## config.mk

```make
export PLATFORM = sky130hd
export DESIGN_NAME = sdrx_datapath
export DESIGN_NICKNAME = d
export VERILOG_FILES = /design/src/rtl/sdrx_pkg.sv /design/src/rtl/sdrx_crc16.sv /design/src/rtl/sdrx_packer.sv /design/src/rtl/sdrx_fifo.sv /design/src/rtl/sdrx_datapath.sv
export SDC_FILE = /design/constraint.sdc
export NUM_CORES = 1
export LEC_CHECK = 0
export BUFFER_PORTS_ARGS = -buffer_cell sky130_fd_sc_hd__buf_2
export CAP_MARGIN = 20
export CORE_MARGIN = 2
export CORE_UTILIZATION = 45
export DETAILED_ROUTE_END_ITERATION = 6
export HOLD_SLACK_MARGIN = 0.12
export PLACE_DENSITY = 0.62
export SYNTH_ARGS = -nofsm -noshare
export SYNTH_HDL_FRONTEND = slang
export SYNTH_SLANG_ARGS = --single-unit
```

## constraint.sdc

```tcl
create_clock -name clk -period 3.8 [get_ports clk]
set_input_delay 0.76 -clock clk [delete_from_list [all_inputs] [get_ports clk]]
set_output_delay 0.76 -clock clk [all_outputs]
set_load 0.03 [all_outputs]
```

## src/rtl/sdrx_pkg.sv

```systemverilog
package sdrx_pkg;
   typedef enum logic [2:0] {RX_IDLE, RX_WAIT, RX_DATA, RX_CRC, RX_END} rx_state_e;

   localparam int ST_CRCFAIL = 1;
   localparam int ST_TMO     = 3;
   localparam int ST_OVR     = 5;
   localparam int ST_DEND    = 8;
   localparam int ST_BEND    = 10;
   localparam int ST_ACT     = 12;
   localparam int ST_HALF    = 15;
   localparam int ST_EMPTY   = 19;

   localparam int CTL_EN   = 0;
   localparam int CTL_DIR  = 1;
   localparam int CTL_EXP  = 4;
   localparam int CTL_FRST = 13;

   localparam logic [1:0] A_CTRL = 2'd0;
   localparam logic [1:0] A_LEN  = 2'd1;
   localparam logic [1:0] A_TMO  = 2'd2;
   localparam logic [1:0] A_CLR  = 2'd3;

   localparam logic [15:0] CRC_POLY = 16'h1021;
endpackage

```

## src/rtl/sdrx_crc16.sv

```systemverilog
module sdrx_crc16 #(
   parameter int          W    = 16,
   parameter logic [W-1:0] POLY = 16'h1021
) (
   input  logic         clk,
   input  logic         rst_n,
   input  logic         clr,
   input  logic         en,
   input  logic         din,
   output logic [W-1:0] rem
);
   if (W < 2) begin : g_chk
      $error("sdrx_crc16: W must be at least 2");
   end

   logic fb;
   assign fb = rem[W-1] ^ din;

   always_ff @(posedge clk or negedge rst_n) begin
      if (!rst_n)   rem <= '0;
      else if (clr) rem <= '0;
      else if (en)  rem <= {rem[W-2:0], 1'b0} ^ ({W{fb}} & POLY);
   end
endmodule

```

## src/rtl/sdrx_packer.sv

```systemverilog
module sdrx_packer #(
   parameter int DW = 32
) (
   input  logic          clk,
   input  logic          rst_n,
   input  logic          flush,
   input  logic          byte_vld,
   input  logic [7:0]    byte_dat,
   input  logic          byte_last,
   output logic          word_vld,
   output logic [DW-1:0] word_dat
);
   localparam int NB = DW / 8;
   localparam int IW = (NB > 1) ? $clog2(NB) : 1;

   if ((DW % 8) != 0 || NB < 2) begin : g_chk
      $error("sdrx_packer: DW must be a multiple of 8 and at least 16");
   end

   logic [DW-1:0] acc, merged;
   logic [IW-1:0] idx;

   for (genvar b = 0; b < NB; b++) begin : g_lane
      assign merged[b*8 +: 8] = (idx == IW'(b)) ? byte_dat : acc[b*8 +: 8];
   end

   always_ff @(posedge clk or negedge rst_n) begin
      if (!rst_n) begin
         acc      <= '0;
         idx      <= '0;
         word_vld <= 1'b0;
         word_dat <= '0;
      end else begin
         word_vld <= 1'b0;
         if (flush) begin
            acc <= '0;
            idx <= '0;
         end else if (byte_vld) begin
            if (idx == IW'(NB-1) || byte_last) begin
               word_vld <= 1'b1;
               word_dat <= merged;
               acc      <= '0;
               idx      <= '0;
            end else begin
               acc <= merged;
               idx <= idx + 1'b1;
            end
         end
      end
   end
endmodule

```

## src/rtl/sdrx_fifo.sv

```systemverilog
module sdrx_fifo #(
   parameter int DW    = 32,
   parameter int DEPTH = 16,
   localparam int AW   = $clog2(DEPTH)
) (
   input  logic          clk,
   input  logic          rst_n,
   input  logic          flush,
   input  logic          push,
   input  logic [DW-1:0] wdata,
   input  logic          pop,
   output logic [DW-1:0] rdata,
   output logic [AW:0]   count,
   output logic          full,
   output logic          empty,
   output logic          ovf
);
   if (DEPTH < 2 || (1 << AW) != DEPTH) begin : g_chk
      $error("sdrx_fifo: DEPTH must be a power of two, at least 2");
   end

   logic [DW-1:0] mem [DEPTH];
   logic [AW-1:0] wp, rp;
   logic          do_push, do_pop;

   assign full    = (count == (AW+1)'(DEPTH));
   assign empty   = (count == '0);
   assign do_push = push && !full;
   assign do_pop  = pop && !empty;
   assign ovf     = push && full && !flush;
   assign rdata   = mem[rp];

   always_ff @(posedge clk) begin
      if (do_push && !flush) mem[wp] <= wdata;
   end

   always_ff @(posedge clk or negedge rst_n) begin
      if (!rst_n) begin
         wp    <= '0;
         rp    <= '0;
         count <= '0;
      end else if (flush) begin
         wp    <= '0;
         rp    <= '0;
         count <= '0;
      end else begin
         if (do_push) wp <= wp + 1'b1;
         if (do_pop)  rp <= rp + 1'b1;
         count <= count + (AW+1)'(do_push) - (AW+1)'(do_pop);
      end
   end
endmodule

```

## src/rtl/sdrx_datapath.sv

```systemverilog
module sdrx_datapath
   import sdrx_pkg::*;
#(
   parameter int DW    = 32,
   parameter int DEPTH = 16,
   parameter int LEN_W = 24,
   parameter int TMO_W = 32,
   parameter int LANES = 4
) (
   input  logic             clk,
   input  logic             rst_n,
   input  logic             reg_wr,
   input  logic [1:0]       reg_addr,
   input  logic [31:0]      reg_wdata,
   input  logic             wide_i,
   input  logic             cmd_trig_i,
   input  logic             bit_stb_i,
   input  logic [LANES-1:0] dat_i,
   input  logic             fifo_pop_i,
   output logic [DW-1:0]    fifo_word_o,
   output logic [LEN_W-1:0] remaining_o,
   output logic [31:0]      status_o
);
   localparam int AW   = $clog2(DEPTH);
   localparam int HALF = DEPTH / 2;

   if (LANES != 4) begin : g_chk_lanes
      $error("sdrx_datapath: LANES must be 4");
   end
   if (LEN_W < 16 || LEN_W > 32 || TMO_W > 32) begin : g_chk_w
      $error("sdrx_datapath: LEN_W must be 16..32 and TMO_W at most 32");
   end

   rx_state_e        state;
   logic             dir_q, wide_q;
   logic [3:0]       exp_q;
   logic [LEN_W-1:0] len_q, rem_q, blk_left;
   logic [TMO_W-1:0] tmo_q, tmo_cnt;
   logic [2:0]       bitcnt;
   logic [3:0]       crc_cnt;
   logic [7:0]       sh, sh_next;
   logic             byte_vld, byte_last;
   logic [7:0]       byte_dat;
   logic             f_crc, f_tmo, f_ovr, f_dend, f_bend;

   logic ctrl_wr, frst, start, start_bit, crc_ok, crc_clr, crc_en;
   logic [LANES-1:0] lane_mask;
   logic [LEN_W-1:0] blk_size, blk_first;
   logic [2:0]       last_step;

   assign ctrl_wr   = reg_wr && (reg_addr == A_CTRL);
   assign frst      = ctrl_wr && reg_wdata[CTL_FRST];
   assign start     = !frst && (state == RX_IDLE) &&
                      ((ctrl_wr && reg_wdata[CTL_EN] && reg_wdata[CTL_DIR]) ||
                       (!ctrl_wr && cmd_trig_i && dir_q));
   assign lane_mask = wide_q ? {LANES{1'b1}} : LANES'(1);
   assign start_bit = ((dat_i & lane_mask) == '0);
   assign blk_size  = LEN_W'(1) << exp_q;
   assign blk_first = (rem_q < blk_size) ? rem_q : blk_size;
   assign last_step = wide_q ? 3'd1 : 3'd7;
   assign sh_next   = wide_q ? {sh[3:0], dat_i[3:0]} : {sh[6:0], dat_i[0]};

   // per-lane CRC checkers
   logic [15:0]      crc_rem [LANES];
   logic [LANES-1:0] lane_zero;
   assign crc_clr = (state == RX_WAIT);
   assign crc_en  = bit_stb_i && ((state == RX_DATA) || (state == RX_CRC));

   for (genvar l = 0; l < LANES; l++) begin : g_lane
      sdrx_crc16 #(.W(16), .POLY(CRC_POLY)) u_crc (
         .clk  (clk),
         .rst_n(rst_n),
         .clr  (crc_clr),
         .en   (crc_en),
         .din  (dat_i[l]),
         .rem  (crc_rem[l])
      );
      assign lane_zero[l] = (crc_rem[l] == 16'h0) || !lane_mask[l];
   end
   assign crc_ok = &lane_zero;

   // word assembly and FIFO
   logic          word_vld;
   logic [DW-1:0] word_dat;
   logic [AW:0]   fifo_cnt;
   logic          fifo_full, fifo_empty, fifo_ovf;

   sdrx_packer #(.DW(DW)) u_pack (
      .clk      (clk),
      .rst_n    (rst_n),
      .flush    (frst),
      .byte_vld (byte_vld),
      .byte_dat (byte_dat),
      .byte_last(byte_last),
      .word_vld (word_vld),
      .word_dat (word_dat)
   );

   sdrx_fifo #(.DW(DW), .DEPTH(DEPTH)) u_fifo (
      .clk  (clk),
      .rst_n(rst_n),
      .flush(frst),
      .push (word_vld),
      .wdata(word_dat),
      .pop  (fifo_pop_i),
      .rdata(fifo_word_o),
      .count(fifo_cnt),
      .full (fifo_full),
      .empty(fifo_empty),
      .ovf  (fifo_ovf)
   );

   // configuration registers
   always_ff @(posedge clk or negedge rst_n) begin
      if (!rst_n) begin
         dir_q <= 1'b0;
         exp_q <= '0;
         len_q <= '0;
         tmo_q <= '0;
      end else if (reg_wr) begin
         case (reg_addr)
            A_CTRL: begin
               dir_q <= reg_wdata[CTL_DIR];
               exp_q <= reg_wdata[CTL_EXP +: 4];
            end
            A_LEN:   len_q <= reg_wdata[LEN_W-1:0];
            A_TMO:   tmo_q <= reg_wdata[TMO_W-1:0];
            default: ;
         endcase
      end
   end

   // receive engine and sticky flags
   always_ff @(posedge clk or negedge rst_n) begin
      if (!rst_n) begin
         state    <= RX_IDLE;
         wide_q   <= 1'b0;
         rem_q    <= '0;
         blk_left <= '0;
         tmo_cnt  <= '0;
         bitcnt   <= '0;
         crc_cnt  <= '0;
         sh       <= '0;
         byte_vld <= 1'b0;
         byte_dat <= '0;
         byte_last <= 1'b0;
         {f_crc, f_tmo, f_ovr, f_dend, f_bend} <= '0;
      end else begin
         byte_vld <= 1'b0;
         if (reg_wr && reg_addr == A_CLR) begin
            if (reg_wdata[ST_CRCFAIL]) f_crc  <= 1'b0;
            if (reg_wdata[ST_TMO])     f_tmo  <= 1'b0;
            if (reg_wdata[ST_OVR])     f_ovr  <= 1'b0;
            if (reg_wdata[ST_DEND])    f_dend <= 1'b0;
            if (reg_wdata[ST_BEND])    f_bend <= 1'b0;
         end
         if (fifo_ovf) f_ovr <= 1'b1;

         if (frst) begin
            state <= RX_IDLE;
         end else begin
            case (state)
               RX_IDLE: if (start) begin
                  state   <= RX_WAIT;
                  rem_q   <= len_q;
                  tmo_cnt <= tmo_q;
                  wide_q  <= wide_i;
               end
               RX_WAIT: if (bit_stb_i) begin
                  if (start_bit) begin
                     state    <= RX_DATA;
                     blk_left <= blk_first;
                     bitcnt   <= '0;
                  end else if (tmo_cnt == '0) begin
                     f_tmo <= 1'b1;
                     state <= RX_IDLE;
                  end else begin
                     tmo_cnt <= tmo_cnt - 1'b1;
                  end
               end
               RX_DATA: if (bit_stb_i) begin
                  sh <= sh_next;
                  if (bitcnt == last_step) begin
                     bitcnt    <= '0;
                     byte_vld  <= 1'b1;
                     byte_dat  <= sh_next;
                     byte_last <= (rem_q == LEN_W'(1));
                     rem_q     <= rem_q - 1'b1;
                     blk_left  <= blk_left - 1'b1;
                     if (blk_left == LEN_W'(1)) begin
                        state   <= RX_CRC;
                        crc_cnt <= '0;
                     end
                  end else begin
                     bitcnt <= bitcnt + 1'b1;
                  end
               end
               RX_CRC: if (bit_stb_i) begin
                  crc_cnt <= crc_cnt + 1'b1;
                  if (crc_cnt == 4'd15) state <= RX_END;
               end
               RX_END: if (bit_stb_i) begin
                  if (crc_ok) begin
                     f_bend <= 1'b1;
                     if (rem_q == '0) begin
                        f_dend <= 1'b1;
                        state  <= RX_IDLE;
                     end else begin
                        state   <= RX_WAIT;
                        tmo_cnt <= tmo_q;
                     end
                  end else begin
                     f_crc <= 1'b1;
                     state <= RX_IDLE;
                  end
               end
               default: state <= RX_IDLE;
            endcase
         end
      end
   end

   always_comb begin
      status_o             = '0;
      status_o[ST_CRCFAIL] = f_crc;
      status_o[ST_TMO]     = f_tmo;
      status_o[ST_OVR]     = f_ovr;
      status_o[ST_DEND]    = f_dend;
      status_o[ST_BEND]    = f_bend;
      status_o[ST_ACT]     = (state != RX_IDLE);
      status_o[ST_HALF]    = (fifo_cnt >= (AW+1)'(HALF));
      status_o[ST_EMPTY]   = fifo_empty;
   end

   assign remaining_o = rem_q;

   logic unused_full;
   assign unused_full = fifo_full;
endmodule

```

==> summary.md <==
| Metric | Value |
|---|---|
| CP Class | flop to primary output |
| Clock Sinks | 830 |
| Fin crit period | ~3.7 ns |
| CP arrival | ~2.9 ns |
| TritonRoute pass-1 iters | 7 |
| Critical path required time | just over 3 ns |
| Actual slew at the worst max-slew pin | about 0.86 ns |
| Total track usage | about a fifth |
| Vias in the first global route | around 21,000 |
| Slew HR | between 40% and 50% |
| Maximum clock frequency | approximately 0.27 GHz |
| VDD IR max | roughly 0.0004 V |
| Fin. max-slew vios | 0 |
| Clk root buf | clkbuf_16 |
| Met3 Use GR | between 3 and 4% |
| Sequential Power Share | 44.4% |
| Worst setup path end | fifo_word_o[28] |
| Asr flop ratio synth | 38.3% |
| Congestion Overflow GR | 0 |
| CP max-delay cell | dfrtp_4 |
| Crit start category | flop |
| Top FF cell, synth | edfxtp_1 |
| Fillers | approximately 6,400 |
| Gpl congestion | approximately 0.84 |
| Critical Path Stages | 4 |
| Clock power share | 27.3% |
| Met2 usage | 35.3% |
| Cts hold-fix bufs | 0 |
| Placed cell count | 3,384 |
| Core area | ~77,000 um^2 |
| First-pass GRT wire length | around 130 mm |
| CP most frequent cell | mux4_2 |
| Critical path fanouts, max | 37 |
| Buf+Inv Stages, Crit Path | 2 |
| Register area | about 23,000 um^2 |
| Worst Reg2Reg Path Length in Cells | 9 |
| Worst R2R End | tmo_cnt[8] |
| Synth Warn # | 0 |
| Power Density | 774 nW/um^2 |
| Leakage power | roughly 15 nW |
| Detailed Place HPWL | roughly 51 mm |
| Largest net degree at the start of global routing | 88 |
| H-tree Lvls | 3 |
| Met1 Use GR | a little over a quarter |
| Cell variety after synth | 77 |
| RSZ-0062 raised after global routing | no |
| Worst-path clk slew | about 0.060 ns |
| CP delay by family, top | multiplexers |
| Post-Syn Area | 35,200 um^2 |
| 1st-iter DRT viols | ~1,900 |
| ANT nets after route | 0 |
| Final setup TNS | 0 ns |
| Register area share after synthesis | between 60% and 70% |
| R2r startpoint | tmo_cnt[0] |
| Reg2Reg Setup Slack | around 0.35 ns |
| Hold Violations, Final | 0 |
| Die Span Y | 284 um |
| Sw Share | about a third |
| Vias | a little over 20,000 |
| Internal power | between 20 and 25 mW |
| Most Crowded Layer GR | met2 |
| Die width | around 280 um |
| Max Cap Violations | 0 |
| I/O pins | between 100 and 150 |
| Gate power share | between 20 and 30% |
| Routed WL | just over 80 mm |
| Post-place instance area | between 30,000 and 40,000 um^2 |
| Clock Latency Late Sink | about 0.64 ns |
| Number of synthesized register bits | a little over 800 |
| Area of the multi-input gates | around 11,000 um^2 |
| DRC violations left | 0 |
| Antenna violations before repair | 6 |
| Starting Density | between 40 and 50% |
| # rows | between 100 and 150 |
| Fin area | 40,300 um^2 |
| Worst Skew | ~0.022 ns |
| Clock Path Buffers | 3 |
| CTS tree | done |
| Worst setup path start | u_fifo.rp[0] |
| Status | complete, no violations |
| IO Port Bufs | 108 |
| EDFF count, synth | 512 |
| Switch Pwr | ~11 mW |
| Crit-path max cell delay | between 0.6 and 0.7 ns |
| Cells after synthesis | ~2,300 |
| Hold WC Path Type | primary input to async pin |
| Syn-to-layout area delta | 14.6% |
| Fin nets | ~2,500 |
| Vias per Instance | 5.86 |
| Fin util | 52.1% |
| Synth Area per Inst | 15.2 um^2 |
| Num CTS Buffers | just under 90 |
| Fin crit share | a little over nine tenths |
| Die area | roughly 81,000 um^2 |
| Cell chain of the critical path | buf_12 -> mux4_2 -> mux4_2 -> buf_2 |
| Fin cells | 3,548 |
| Setup violations, final | 0 |
| Share of post-route cells with drive strength above 1 | between 20 and 25% |
| CP Capture Type | primary output |
| DR WL/cell | between 20 and 25 um |
[cell families (layout without fill, tap and decap cells)]
kind of cell	after synthesis	after routing	synth area share, %
muxes	278	278	13.8
other	1	25	0.0106
AOI/OAI and AO/OA	428	428	8.34
and+or+nand+nor	505	505	7.03
adders and majority gates	41	41	1.48
xor gates and xnor gates	20	20	0.497
buffers and inverters	207	381	2.59
DFF	830	830	66.2
[layer usage]
layer | routed length, um | vias to the layer above | part of all wire (%)
li1 | - | 9260 | -
met1 | 33900 | 10800 | 41
met2 | 42200 | 594 | 51
met3 | 4430 | 130 | 5.4
met4 | 1850 | 10 | 2.2
met5 | 63 | - | 0.076
[power by group through the flow]
| stage | combinational [mW] | clock [mW] | sequential (mW) |
|---|---|---|---|
| 2_1_floorplan | 6.66 | 0 | 13.2 |
| 3_3_place_gp | 8.72 | 0 | 13.9 |
| 3_5_place_dp | 8.89 | 0 | 14.0 |
| 4_1_cts | 8.97 | 8.71 | 13.8 |
| 5_1_grt | 9.61 | 9.09 | 14.1 |
| 6_report | 8.82 | 8.53 | 13.9 |
[Yosys cell counts (10+ instances only)]
| library cell | n | area, um^2 |
|---|---|---|
| dfrtp_1 | 318 | 7960 |
| o22a_1 | 14 | 123 |
| a21oi_1 | 93 | 465 |
| nor3_1 | 64 | 320 |
| o31ai_1 | 10 | 75.1 |
| nand2b_1 | 11 | 68.8 |
| nand2_1 | 95 | 357 |
| and3_1 | 14 | 87.6 |
| mux2i_1 | 54 | 541 |
| clkbuf_1 | 108 | 405 |
| o21ai_0 | 99 | 495 |
| or4_1 | 11 | 82.6 |
| mux2_2 | 64 | 721 |
| a31oi_1 | 12 | 75.1 |
| xnor2_1 | 16 | 140 |
| a22o_1 | 93 | 815 |
| o22ai_1 | 13 | 81.3 |
| nor2_1 | 162 | 608 |
| a2bb2oi_1 | 16 | 140 |
| ha_1 | 40 | 500 |
| inv_1 | 34 | 128 |
| buf_4 | 31 | 233 |
| nand4_1 | 18 | 113 |
| nor4_1 | 38 | 238 |
| or3_1 | 14 | 87.6 |
| mux4_2 | 160 | 3600 |
| buf_1 | 24 | 90.1 |
| edfxtp_1 | 512 | 15400 |
| and2_1 | 12 | 75.1 |
| nand3_1 | 29 | 145 |
[worst register-to-register path: stages (launching register included)]
cell and delay [ns]:
dfrtp_1 0.39, inv_1 0.12, ha_1 0.15, or4b_2 0.60, or3_1 0.38, or4_1 0.47, o211ai_1 0.58, buf_4 0.35
a211oi_1 0.09, o22a_1 0.21
[stage by stage]
step	setup slack [ns]	hold WS (ns)	total power, mW
after CTS	0.0668	0.141	31.5
after detailed placement	0.277	0.474	22.9
after global routing	0.00636	0.168	32.8
final	0.130	0.140	31.2
after floorplan	0.538	0.442	19.8
after global placement	0.376	0.464	22.6
[placed cells by master, fill, tap and decap left out, types with 10 or more instances in the layout]
cell,count
mux2i_1,54
clkbuf_16,92
and2_1,12
nand4_1,18
nor4_1,38
nor2_4,15
conb_1,24
and3_1,14
nor3_1,59
buf_12,21
or4_1,11
buf_2,107
clkinv_2,13
clkbuf_8,10
nand2b_1,11
nor2_1,146
or3_1,14
mux2_2,64
edfxtp_1,512
buf_4,54
dfrtp_1,314
o22a_1,14
ha_1,40
clkinv_1,16
a22o_1,93
o21ai_0,99
xnor2_1,16
mux4_2,160
a2bb2oi_1,16
a31oi_1,12
clkbuf_1,17
nand2_1,95
inv_1,34
nand3_1,29
a21oi_1,93
o22ai_1,13
o31ai_1,10
[worst min path at each step]
stage | slack [ns] | end | cells past startpoint
CTS | 0.14 | tmo_q[28] | 1
detailed placement | 0.47 | blk_left[22] | 1
finish | 0.14 | tmo_q[27] | 1
floorplan | 0.44 | blk_left[23] | 1
global route | 0.17 | tmo_q[21] | 1
global placement | 0.46 | sh[5] | 2
[registers in the layout, indices dropped and copies added (netlist names), 5 cells and up]
| name | cells |
|---|---|
| u_fifo.mem | 512 |
| u_pack.acc | 32 |
| sh | 7 |
| u_pack.word_dat | 32 |
| tmo_q | 32 |
| tmo_cnt | 32 |
| blk_left | 24 |
| len_q | 24 |
| remaining_o | 24 |
| g_lane.u_crc.rem | 64 |
| u_fifo.count | 5 |
| byte_dat | 8 |
[final cells by class]
cell class	count	share of cell area [%]
Multi-Input combinational cell	1296	27.9
Tap cell	1040	3.22
Clock inverter	43	1.08
Inverter	35	0.326
Timing Repair Buffer	184	3.44
Clock buffer	119	6.20
Sequential cell	830	57.8
Antenna cell	1	0.00620
[timing repair]
| action | in CTS | in global routing |
|---|---|---|
| setup buffers | 1 | 0 |
| endpoints found under the setup margin | 15 | 5 |
| resized for setup | 0 | 1 |
No activity file was read; power rests on OpenSTA's default activity.
